--- src/rtl/trap_pc_pkg.sv ---
package trap_pc_pkg;

    typedef enum logic [2:0] {
        PCS_SEQ   = 3'd0,
        PCS_JUMP  = 3'd2,
        PCS_ILLOP = 3'd3,
        PCS_IRQ   = 3'd4,
        PCS_RESET = 3'd5
    } pcsel_e;

    typedef struct packed {
        logic       wa_sel;
        logic [1:0] wd_sel;
        logic       rf_we;
        logic       mem_we;
    } wctl_t;

    localparam logic       WA_XP     = 1'b1;
    localparam logic [1:0] WD_RETURN = 2'd0;

    function automatic logic is_trap(input pcsel_e s);
        return (s == PCS_ILLOP) || (s == PCS_IRQ);
    endfunction

endpackage

--- src/rtl/trap_arbiter.sv ---
module trap_arbiter
    import trap_pc_pkg::*;
(
    input  logic   clk,
    input  logic   rst,
    input  logic   irq,
    input  logic   illop,
    input  logic   jmp_en,
    input  logic   kmode,
    output pcsel_e sel
);
    logic irq_live;

    assign irq_live = irq && !kmode;

    always_comb begin
        if (rst)           sel = PCS_RESET;
        else if (illop)    sel = PCS_ILLOP;
        else if (irq_live) sel = PCS_IRQ;
        else if (jmp_en)   sel = PCS_JUMP;
        else               sel = PCS_SEQ;
    end

    AST_KERNEL_MASKS_IRQ: assert property (@(posedge clk) disable iff (rst)
        kmode |-> sel != PCS_IRQ);
    AST_ILLOP_OUTRANKS: assert property (@(posedge clk) disable iff (rst)
        illop |-> sel == PCS_ILLOP);
endmodule

--- src/rtl/pc_steer.sv ---
module pc_steer
    import trap_pc_pkg::*;
#(
    parameter int PC_W = 32,
    parameter int STEP = 4
) (
    input  logic [PC_W-1:0] pc,
    input  logic [PC_W-1:0] jmp_target,
    input  pcsel_e          sel,
    output logic [PC_W-1:0] pc_inc,
    output logic [PC_W-1:0] pc_next
);
    localparam int              MB        = PC_W - 1;
    localparam logic [PC_W-1:0] KBIT      = {1'b1, {(PC_W-1){1'b0}}};
    localparam logic [PC_W-1:0] VEC_RESET = KBIT;
    localparam logic [PC_W-1:0] VEC_ILLOP = KBIT | PC_W'(STEP);
    localparam logic [PC_W-1:0] VEC_IRQ   = KBIT | PC_W'(2 * STEP);

    logic [MB-1:0]   low_inc;
    logic [PC_W-1:0] jmp_eff;

    assign low_inc = pc[MB-1:0] + (MB)'(STEP);
    assign pc_inc  = {pc[MB], low_inc};
    assign jmp_eff = {jmp_target[MB] & pc[MB], jmp_target[MB-1:0]};

    always_comb begin
        unique case (sel)
            PCS_RESET: pc_next = VEC_RESET;
            PCS_ILLOP: pc_next = VEC_ILLOP;
            PCS_IRQ:   pc_next = VEC_IRQ;
            PCS_JUMP:  pc_next = jmp_eff;
            default:   pc_next = pc_inc;
        endcase
    end
endmodule

--- src/rtl/wctl_override.sv ---
module wctl_override
    import trap_pc_pkg::*;
(
    input  logic   clk,
    input  logic   rst,
    input  pcsel_e sel,
    input  wctl_t  dec,
    output wctl_t  ctl
);
    always_comb begin
        ctl = dec;
        if (sel == PCS_RESET) begin
            ctl.rf_we  = 1'b0;
            ctl.mem_we = 1'b0;
        end else if (is_trap(sel)) begin
            ctl.wa_sel = WA_XP;
            ctl.wd_sel = WD_RETURN;
            ctl.rf_we  = 1'b1;
            ctl.mem_we = 1'b0;
        end
    end

    AST_TRAP_SAVES_RETURN: assert property (@(posedge clk) disable iff (rst)
        (sel == PCS_ILLOP || sel == PCS_IRQ) |->
            (ctl.rf_we && ctl.wa_sel && ctl.wd_sel == 2'd0 && !ctl.mem_we));
endmodule

--- src/rtl/trap_pc_ctrl.sv ---
module trap_pc_ctrl
    import trap_pc_pkg::*;
#(
    parameter int PC_W = 32,
    parameter int STEP = 4
) (
    input  logic            clk,
    input  logic            rst,
    input  logic            irq,
    input  logic            illop,
    input  logic            jmp_en,
    input  logic [PC_W-1:0] jmp_target,
    input  logic            dec_wa_sel,
    input  logic [1:0]      dec_wd_sel,
    input  logic            dec_rf_we,
    input  logic            dec_mem_we,
    output logic [PC_W-1:0] pc,
    output logic [PC_W-1:0] pc_next,
    output logic [PC_W-1:0] pc_inc,
    output logic [2:0]      pc_sel,
    output logic            wa_sel,
    output logic [1:0]      wd_sel,
    output logic            rf_we,
    output logic            mem_we
);
    localparam int MB = PC_W - 1;

    pcsel_e sel;
    wctl_t  dec_ctl;
    wctl_t  out_ctl;
    logic [PC_W-1:0] pc_q;

    trap_arbiter u_arb (
        .clk    (clk),
        .rst    (rst),
        .irq    (irq),
        .illop  (illop),
        .jmp_en (jmp_en),
        .kmode  (pc_q[MB]),
        .sel    (sel)
    );

    pc_steer #(.PC_W(PC_W), .STEP(STEP)) u_steer (
        .pc         (pc_q),
        .jmp_target (jmp_target),
        .sel        (sel),
        .pc_inc     (pc_inc),
        .pc_next    (pc_next)
    );

    assign dec_ctl = '{wa_sel: dec_wa_sel, wd_sel: dec_wd_sel,
                       rf_we: dec_rf_we, mem_we: dec_mem_we};

    wctl_override u_wctl (
        .clk (clk),
        .rst (rst),
        .sel (sel),
        .dec (dec_ctl),
        .ctl (out_ctl)
    );

    always_ff @(posedge clk) begin
        if (rst) pc_q <= {1'b1, {(PC_W-1){1'b0}}};
        else     pc_q <= pc_next;
    end

    assign pc     = pc_q;
    assign pc_sel = sel;
    assign wa_sel = out_ctl.wa_sel;
    assign wd_sel = out_ctl.wd_sel;
    assign rf_we  = out_ctl.rf_we;
    assign mem_we = out_ctl.mem_we;

    AST_USER_JUMP_STAYS_USER: assert property (@(posedge clk) disable iff (rst)
        (!pc[MB] && pc_sel == 3'd2) |=> !pc[MB]);
    AST_TRAP_ENTERS_KERNEL: assert property (@(posedge clk) disable iff (rst)
        (pc_sel == 3'd3 || pc_sel == 3'd4) |=> pc[MB]);
endmodule

--- config.mk ---
export PLATFORM = sky130hd
export DESIGN_NAME = trap_pc_ctrl
export DESIGN_NICKNAME = d
export VERILOG_FILES = /design/src/rtl/trap_pc_pkg.sv /design/src/rtl/trap_arbiter.sv /design/src/rtl/pc_steer.sv /design/src/rtl/wctl_override.sv /design/src/rtl/trap_pc_ctrl.sv
export SDC_FILE = /design/constraint.sdc
export NUM_CORES = 1
export LEC_CHECK = 0
export ABC_AREA = 1
export ABC_CLOCK_PERIOD_IN_PS = 3590
export BUFFER_PORTS_ARGS = -buffer_cell sky130_fd_sc_hd__buf_2
export CAP_MARGIN = 25
export CORE_MARGIN = 3
export CORE_UTILIZATION = 40
export CTS_CLUSTER_DIAMETER = 40
export DETAILED_ROUTE_END_ITERATION = 8
export PLACE_DENSITY_LB_ADDON = 0.12
export SLEW_MARGIN = 15
export SYNTH_ARGS = -nofsm -noshare
export SYNTH_HDL_FRONTEND = slang
export SYNTH_SLANG_ARGS = --single-unit
export TNS_END_PERCENT = 100
--- constraint.sdc ---
create_clock -name clk -period 3.59 [get_ports clk]
set_clock_uncertainty 0.2 [all_clocks]
set_input_delay 0 -clock clk [delete_from_list [all_inputs] [get_ports clk]]
set_output_delay 0 -clock clk [all_outputs]
set_load 0.03 [all_outputs]
# Yosys cells after proc, flatten, opt, wreduce, memory -nomap -nowiden
# Index checks and enable logic that the tools add are counted.
# Widths: inputs -> output; s select.
classes:
  mux: 8
  eq_ne: 4
  bitwise: 1
  n_reduce_logical: 3
  add_sub_neg: 1
op_table:
  columns: ["op", "count"]
  rows:
  - ["$pmux 32 s4", 1]
  - ["$add 31x3->31 const B", 1]
  - ["$mux 3", 4]
  - ["$eq 3x2->1 const B", 2]
  - ["$eq 3x3->1 const B", 2]
  - ["$mux 5", 1]
  - ["$mux 2", 2]
  - ["$and 1x1->1", 1]
  - ["$logic_and 1x1->1", 1]
  - ["$logic_not 1->1", 1]
  - ["$logic_or 1x1->1", 1]
totals:
  reg_bits: 32
  out_inout_bits: 104
  inputBits: 42
  wordCells: 18

# Depth between registers and ports, before layout
# Gate-level depths: netlist of run 1.
logic_depth:
  depth_word: 9
  mapped_depth: 9
  mapped_depth_nobuf: 9

# Modules after synthesis
# From an unflattened synthesis of run 1, not the netlist that was laid out.
hier_totals:
  hier_cells: 396
  area_unflattened_um2: 2407.3
by_module_without_submodules:
  columns: ["mod", "cells_per_inst", "n_inst", "area_per_inst_um2"]
  rows:
  - ["pc_steer", 272, 1, 1380.1]
  - ["trap_pc_ctrl", 100, 1, 918.4]
  - ["wctl_override", 17, 1, 75.1]
  - ["trap_arbiter", 7, 1, 33.8]

# Worst setup path before layout of run 1
# No wires, ideal clock.
synth_path:
  path_kind: "register -> output"
  startpoint: "register pc_q[2], in the netlist pc[2]"
  endpoint: "output port pc_next[11]"
  arrival_time_ns: 2.128
  path_stages_with_launch: 7
  slack_ns: 1.262
  path_cell_list: "dfxtp_1 inv_1 nor2_2 nand3_1 xnor2_1 nand2_1 nand2_1"
synth_between:
  elab_chain_cells: 2
synth_lines:
  columns: ["element", "line", "text"]
  rows:
  - ["start, declared", "trap_pc_ctrl.sv:31", "logic [PC_W-1:0] pc_q;"]
  - ["start signal, assigned", "trap_pc_ctrl.sv:63", "if (rst) pc_q <= {1'b1, {(PC_W-1){1'b0}}};"]
  - ["start signal, assigned", "trap_pc_ctrl.sv:64", "else pc_q <= pc_next;"]
  - ["$add 31x3->31", "pc_steer.sv:22", "assign low_inc = pc[MB-1:0] + (MB)'(STEP);"]
  - ["via pc_inc[11]", "trap_pc_ctrl.sv:19", "output logic [PC_W-1:0] pc_inc,"]
  - ["$pmux 32 s4", "pc_steer.sv:27", "unique case (sel)"]
  - ["end, declared", "trap_pc_ctrl.sv:18", "output logic [PC_W-1:0] pc_next,"]
# The timed path passes the listed nets, and every way through them passes these cells.

# Worst setup path after layout of run 1
layout_path:
  startpoint: "register pc_q[31], in the netlist pc[31]"
  endpoint: "register pc_q[31], in the netlist pc[31]"
layout_between:
  elab_chain_cells: 7
  elab_cells_between_ends: 11
  cone_classes: "eq/ne: 4; mux: 4; bitwise: 1; reduce/logical: 2"
layout_lines:
  columns: ["element", "line", "text"]
  rows:
  - ["$logic_not 1->1", "trap_arbiter.sv:14", "assign irq_live = irq && !kmode;"]
  - ["$logic_and 1x1->1", "trap_arbiter.sv:14", null]
  - ["$mux 3", "trap_arbiter.sv:19", "else if (irq_live) sel = PCS_IRQ;"]
  - ["$mux 3", "trap_arbiter.sv:18", "else if (illop) sel = PCS_ILLOP;"]
  - ["$mux 3", "trap_arbiter.sv:17", "if (rst) sel = PCS_RESET;"]
  - ["$eq 3x2->1 / $eq 3x3->1 (equally long branches)", "pc_steer.sv:27", null]
  - ["$pmux 32 s4 *", "pc_steer.sv:27", null]
# Every way passes the cells marked *; elsewhere a longest branch is shown, timed or not.
# A chain may end at the register's enable or synchronous reset.

==> metrics.txt, run 1 <==
Max Root-Sink Buffers 2; synth warn 0; Pint roughly 630 µW; main combinational cell family by area after synthesis simple AND/OR/NAND/NOR gates; share of post-route cells with drive strength above 1 0.3194; Synth top cells by count nand2_1, nor2_1, dfxtp_1; # diodes 0; Core Footprint roughly 5300 µm²; Peak supply drop approximately 0.19 mV; XOR/XNOR Fraction of Synth Area 0.06752; vias per cell 4.657; Critical Path AT between 2000 and 3000 ps; Critical Path Sink pc[31]$_SDFF_PP1_; CP Max Fanout 35; count leader, synth nand2_1; Setup violations, final 0; worst path bufs/invs 2; Synth area leader nand2_1; Final TNS setup 0 ps; post-synthesis adder-cell area fraction 0.005534; Leakage 1.989 nW; Final #Nets 593; max-cap violations 0; fin. max-slew vios 0; critical path's slowest cell nor2_4; Slew HR 0.4768; share of the yosys chip area belonging to registers 0.2833; worst min-delay path class input pin to primary output; Clk Latency, worst-skew pair 290 ps; per-cell routed wire length between 10 and 15 µm; total number of vias 2892; Worst EP required 3620 ps; first-pass GRT wire length 12300 µm; drt initial violations 121; Routed Antenna Nets 0; post-cts sizing count 0; Avg Cell Area, Syn 6.078 µm²; Worst-path clk slew 70 ps; flop2flop setup slack roughly 1100 ps; Combinational Power Share 0.302; placed cells 577; Sw Pwr approximately 360 µW; Die X 81.18 µm; ys async rst share 0; Crit path depth 7; total track usage 0.2382; clock power share 0.300; status complete, no violations; via count of the first global-routing pass around 2800; final count of hold timing violations 0; CTS buffer count 5; crit end category register; Synth Area in Simple Gates 0.5003; maximum clock rate 395.6 MHz; net count after synthesis just over 400; pwr/cell area ~290 nW/µm²; max reg flops 32; initial antenna violation count 0; GRT overflow 0; area share of the largest cell type after synthesis 0.2905; Post-synth EDFFs 0; die height about 81 µm; Cells after Synth 372; DR pass1 iterations 4; sw frac 0.3593; drt total wl between 7000 and 8000 µm; mux cell area share after synthesis 0; Synth Area in Compound Gates 0.06087; Distinct cells, synth 26; Register-to-Register Path Depth 7; actual slew at the worst max-slew pin around 800 ps; Port Buffers 145; Seq cells post-synth 32; die area ~6600 µm²; synthesized cell area approximately 2300 µm²; Worst Setup SP pc[31]$_SDFF_PP1_; CP Cell Sequence inv_1, nand2_1, nand2_1, nor2_4, nand3_1, o2111ai_1, dlygate4sd3_1; R2R Path End pc[31]$_SDFF_PP1_; crit path kind register to register; RD Place Congestion roughly 0.84; post-route insts no fill roughly 620; Area Overhead vs Synth 52.79%; CP max stage delay 620 ps; Sequential Power Share 0.398; top cells by area, synth nand2_1, dfxtp_1, nor2_1; Startpoint Class register; CTS tree built; Sink Count 32; Residual DRC 0; num rows 26; pin count of the biggest net entering global routing 36; delay-heaviest family, CP simple AND/OR/NAND/NOR gates; Top FF cell, synth dfxtp_1; post-DP HPWL 5622 µm; RSZ-0062 raised after global routing no; fin crit period 2528 ps; initial core utilization 0.4290; most frequent CP cell nand2_1; Ports 146; fillers 509; CTS root buf clkbuf_8; H-tree depth 2; fin crit share 0.7041; R2R Path Start pc[31]$_SDFF_PP1_
-- cell type report --
cell class | count | area [µm²] | share of cell area
clock buffers | 8 | 90.09 | 0.02608
inverters | 31 | 116.4 | 0.03368
well taps | 70 | 87.58 | 0.02535
repair buffers | 181 | 1086 | 0.3144
flip-flops and latches | 32 | 640.6 | 0.1854
multi-input cells | 299 | 1434 | 0.4151
-- cell families after synthesis --
logic type      count (synthesis)
simple gates                  266
buf+inv                        41
flops                          32
compound gates                 18
xor+xnor                       14
fa+ha+maj                       1
-- repair_timing --
action	4_1_cts	5_1_grt
endpoints found under the hold margin	32	0
setup buffers	0	0
hold buffers	36	0
-- power by group through the flow --
stage                     registers [mW]  logic [mW]  clock network [mW]
after floorplan                    0.428       0.154                   0
after detailed placement           0.401       0.267                   0
after global routing               0.396       0.322               0.311
final                              0.393       0.299               0.297
after CTS                          0.393       0.298               0.300
after global placement             0.401       0.266                   0
-- worst reg2reg max path, stage by stage (launching register included) --
cell,delay (ps)
dfxtp_1,370
inv_1,80
nand2_1,160
nand2_1,150
nor2_4,620
nand3_1,200
o2111ai_1,130
dlygate4sd3_1,560
-- routing by layer --
| layer | routed length (µm) | GRT usage | up-vias |
|---|---|---|---|
| li1 | - | - | 1497 |
| met5 | 0 | 0 | - |
| met1 | 2980 | 0.2481 | 1279 |
| met2 | 3863 | 0.4647 | 104 |
| met4 | 108 | 0.06419 | 0 |
| met3 | 589 | 0.06208 | 12 |
-- placed cells by master, fill, tap and decap left out, types with 5 or more instances in the layout --
cell type	synthesis	layout
clkbuf_8	0	6
dfxtp_1	32	32
inv_1	30	30
and2_1	6	6
xnor2_1	6	6
nand3_1	21	21
nor2_4	6	6
nand2_2	5	5
dlygate4sd3_1	0	36
nand2_1	175	175
nor2_2	6	6
buf_2	2	145
a22o_1	8	8
nor2_1	42	42
-- worst min-delay path by stage --
stage                   startpoint           endpoint  cells after the start
finish                         rst             mem_we                      3
global route            dec_wa_sel             wa_sel                      3
CTS                            rst             mem_we                      3
detailed placement  jmp_target[11]  pc[11]$_SDFF_PP0_                      3
global placement    jmp_target[25]  pc[25]$_SDFF_PP0_                      3
floorplan                      rst             mem_we                      1
-- stage by stage --
| step | worst slack, ps | utilization | hold WS, ps | total power, mW | instance area (µm²) |
|---|---|---|---|---|---|
| floorplan | 1262 | - | -88.21 | 0.5822 | 2261 |
| global route | 825.8 | 0.6555 | 143.6 | 1.029 | 3455 |
| finish | 1062 | 0.6555 | 130.3 | 0.9886 | 3455 |
| detailed placement | 1493 | 0.5700 | 19.86 | 0.6685 | 3004 |
| global placement | 1576 | 0.5700 | 14.06 | 0.6668 | 3004 |
| CTS | 1079 | 0.6555 | 129.2 | 0.9915 | 3455 |
Note: power is estimated with default switching activity, not from simulation.
==> run 2, diff against run 1 <==
--- a/config.mk
+++ b/config.mk
@@ -5,8 +5,8 @@
 export SDC_FILE = /design/constraint.sdc
 export NUM_CORES = 1
 export LEC_CHECK = 0
-export ABC_AREA = 1
-export ABC_CLOCK_PERIOD_IN_PS = 3590
+export ABC_AREA = 0
+export ABC_CLOCK_PERIOD_IN_PS = 2600
 export BUFFER_PORTS_ARGS = -buffer_cell sky130_fd_sc_hd__buf_2
 export CAP_MARGIN = 25
 export CORE_MARGIN = 3
==> constraint.sdc (replaced) <==
create_clock -name clk -period 2.6 [get_ports clk]
set_clock_uncertainty 0.2 [all_clocks]
set_input_delay 0 -clock clk [delete_from_list [all_inputs] [get_ports clk]]
set_output_delay 0 -clock clk [all_outputs]
set_load 0.03 [all_outputs]
==> run 2 against run 1 <==
Effect of this change:
- power increased by 44%
- combinational power increased by 38%
- critical path type is now register to primary output
- critical path depth decreased by 1
- sequential power increased by 37%
==> metrics.txt, run 2 <==
status complete, no violations; fin crit share 0.9390; top cells by area, synth dfxtp_1, o21a_1, nor2_1; initial core utilization 0.4279 (-0.001064); CP Max Fanout 5 (-86%); CTS buffer count 5 (unchanged); PnR worst setup slack 158.7 ps (-903.5 ps); share of post-route cells with drive strength above 1 0.4059 (+0.08648); post-route insts no fill 508 (-18%); actual slew at the worst max-slew pin 566.5 ps (-216.5 ps); total number of vias 2399 (-17%); Synth Area in Compound Gates 0.1540 (+0.09311); Core Footprint 4880 µm² (-7.4%); final count of hold timing violations 0 (unchanged); Synth top cells by count nor2_1, dfxtp_1, o21a_1; ys async rst share 0 (unchanged); Area Overhead vs Synth 64.17%; max-cap violations 0 (unchanged); synthesized cell area 2088 µm² (-7.6%); most common cell after layout, fill and taps aside buf_2; # diodes 0 (unchanged); RD Place Congestion 0.8229 (-2.0%); Die X 78.26 µm (-3.6%); share of the yosys chip area belonging to registers 0.3068 (+0.02343); mux cell area share after synthesis 0.06711 (+0.06711); XOR/XNOR Fraction of Synth Area 0.1276 (+0.06011); Top FF cell, synth dfxtp_1; Cells after Synth 262 (-30%); Final #Nets 483 (-19%); Ports 146 (unchanged); max reg flops 32 (unchanged); DR pass1 iterations 4 (unchanged); multi-input combinational cell area 1378 µm² (-3.9%); Startpoint Class register; Seq cells post-synth 32 (unchanged); Final Core Density 0.7026 (+0.04706); num rows 25 (-3.8%); Slew HR 0.6224 (+0.1455); pin count of the biggest net entering global routing 45 (+25%); crit path kind register to primary output; most frequent cells in the layout buf_2, nor2_1, dlygate4sd3_1; post-synthesis adder-cell area fraction 0.005992 (+0.0004576); via count of the first global-routing pass 2359 (-16%); Port Buffers 145 (unchanged); critical path's slowest cell dfxtp_1; R2R Path Start pc[31]$_SDFF_PP1_; total track usage 0.2192 (-0.01903); Worst Setup SP pc[16]$_SDFF_PP0_; H-tree depth 2 (unchanged); GRT overflow 0 (unchanged); Distinct cells, synth 30 (+15%); fin crit period 2441 ps; count leader, synth nor2_1; fin. max-slew vios 0 (unchanged); CTS root buf clkbuf_8; worst min-delay path class input pin to register; Critical Path AT 2240 ps (-320 ps); Leakage 1.852 nW (-6.9%); Peak supply drop 0.2669 mV (+43%); net count after synthesis 305 (-27%); min-delay src jmp_en; post-DP HPWL 4636 µm (-18%); die height 78.26 µm (-3.6%); drt initial violations 82 (-32%); Max Root-Sink Buffers 2 (unchanged); CP Cell Sequence nand4_1, nor4_4, nand4_1, xnor2_2, o21a_1, buf_2; dpl ws 295.5 ps (-1197 ps); drt total wl 6543 µm (-13%); Routed Antenna Nets 0 (unchanged); Pwr Total 1.421 mW (+44%); Sink Count 32 (unchanged); synth warn 0 (unchanged); main combinational cell family by area after synthesis simple AND/OR/NAND/NOR gates; Synth Area in Simple Gates 0.2630 (-0.2372); pwr/cell area 414.6 nW/µm² (+45%); Residual DRC 0 (unchanged); vias per cell 4.722 (+1.4%); Worst-path clk slew 70 ps (about the same); Worst EP required 2400 ps (-1220 ps); Sequential Area 640.6 µm² (unchanged); maximum clock rate 409.6 MHz; Final TNS setup 0 ps (unchanged); die area 6124 µm² (-7.1%); first-pass GRT wire length 10840 µm (-12%); initial antenna violation count 0 (unchanged); RSZ-0062 raised after global routing no; Setup violations, final 0 (unchanged); per-cell routed wire length 12.88 µm (+6.1%); Post-synth EDFFs 0 (unchanged); CTS tree built; Synth area leader dfxtp_1; most frequent CP cell nand4_1; crit end category primary output; Clk Latency, worst-skew pair 280 ps (about the same); Avg Cell Area, Syn 7.970 µm² (+31%); CP max stage delay 450 ps (-170 ps); fillers 405 (-20%); placed cells 461 (-20%); area share of the largest cell type after synthesis 0.3068 (+0.01623)
[run 2: power by group]
part | internal (mW) | switching (mW)
registers | 0.510 | 0.0269
clock network | 0.284 | 0.187
logic | 0.158 | 0.255
[run 2: final timing paths]
check,to,slack (ps),depth (start not counted)
max,pc_next[27],160,6
min,pc[12]$_SDFF_PP0_,120,3
max reg2reg,pc[31]$_SDFF_PP1_,490,5
min reg2reg,pc[0]$_SDFF_PP0_,350,2
[run 2: per-stage QoR]
stage,cell area [µm²],hold WS (ps)
2_1_floorplan,2148,-127.6
3_3_place_gp,2910,36.73
3_5_place_dp,2910,38.05
4_1_cts,3387,118.2
5_1_grt,3428,135.2
6_report,3428,122.0
[run 2: final cells by class]
| type | count | share of cell area |
|---|---|---|
| clock inverter | 2 | 0.01022 |
| clock buffer | 6 | 0.02117 |
| multi-input combinational | 194 | 0.4018 |
| sequential | 32 | 0.1869 |
| tap | 67 | 0.02445 |
| inverter | 20 | 0.02190 |
| timing repair buffer | 187 | 0.3336 |
[run 2: cell families (layout without fill, tap and decap cells)]
kind of cell,count (synthesis),count (layout)
simple gates,103,103
compound gates,49,49
buf+inv,36,215
flops,32,32
xor+xnor,27,27
mux,14,14
fa+ha+maj,1,1
[run 2: metal layers]
layer / global-route usage / share of wire / up-vias
li1: - / - / 1240
met1: 0.2445 / 0.40 / 1061
met2: 0.4067 / 0.51 / 91
met3: 0.04702 / 0.071 / 7
met4: 0.07867 / 0.013 / 0
met5: 0 / 0 / -
[run 2: worst max-delay path: cells and delay by family, from the launching register on]
kind / cells / cell delay [ps]
compound gates: 1 / 160
buf+inv: 1 / 200
flops: 1 / 450
simple gates: 3 / 920
xor+xnor: 1 / 230
[run 2: repair_timing]
item                                   CTS  global route
hold buffers                            36             0
setup buffers                            0             3
endpoints found under the hold margin   32             0
gates resized for setup                  1             4
pin swaps                                0             3
setup endpoints to repair                1            18
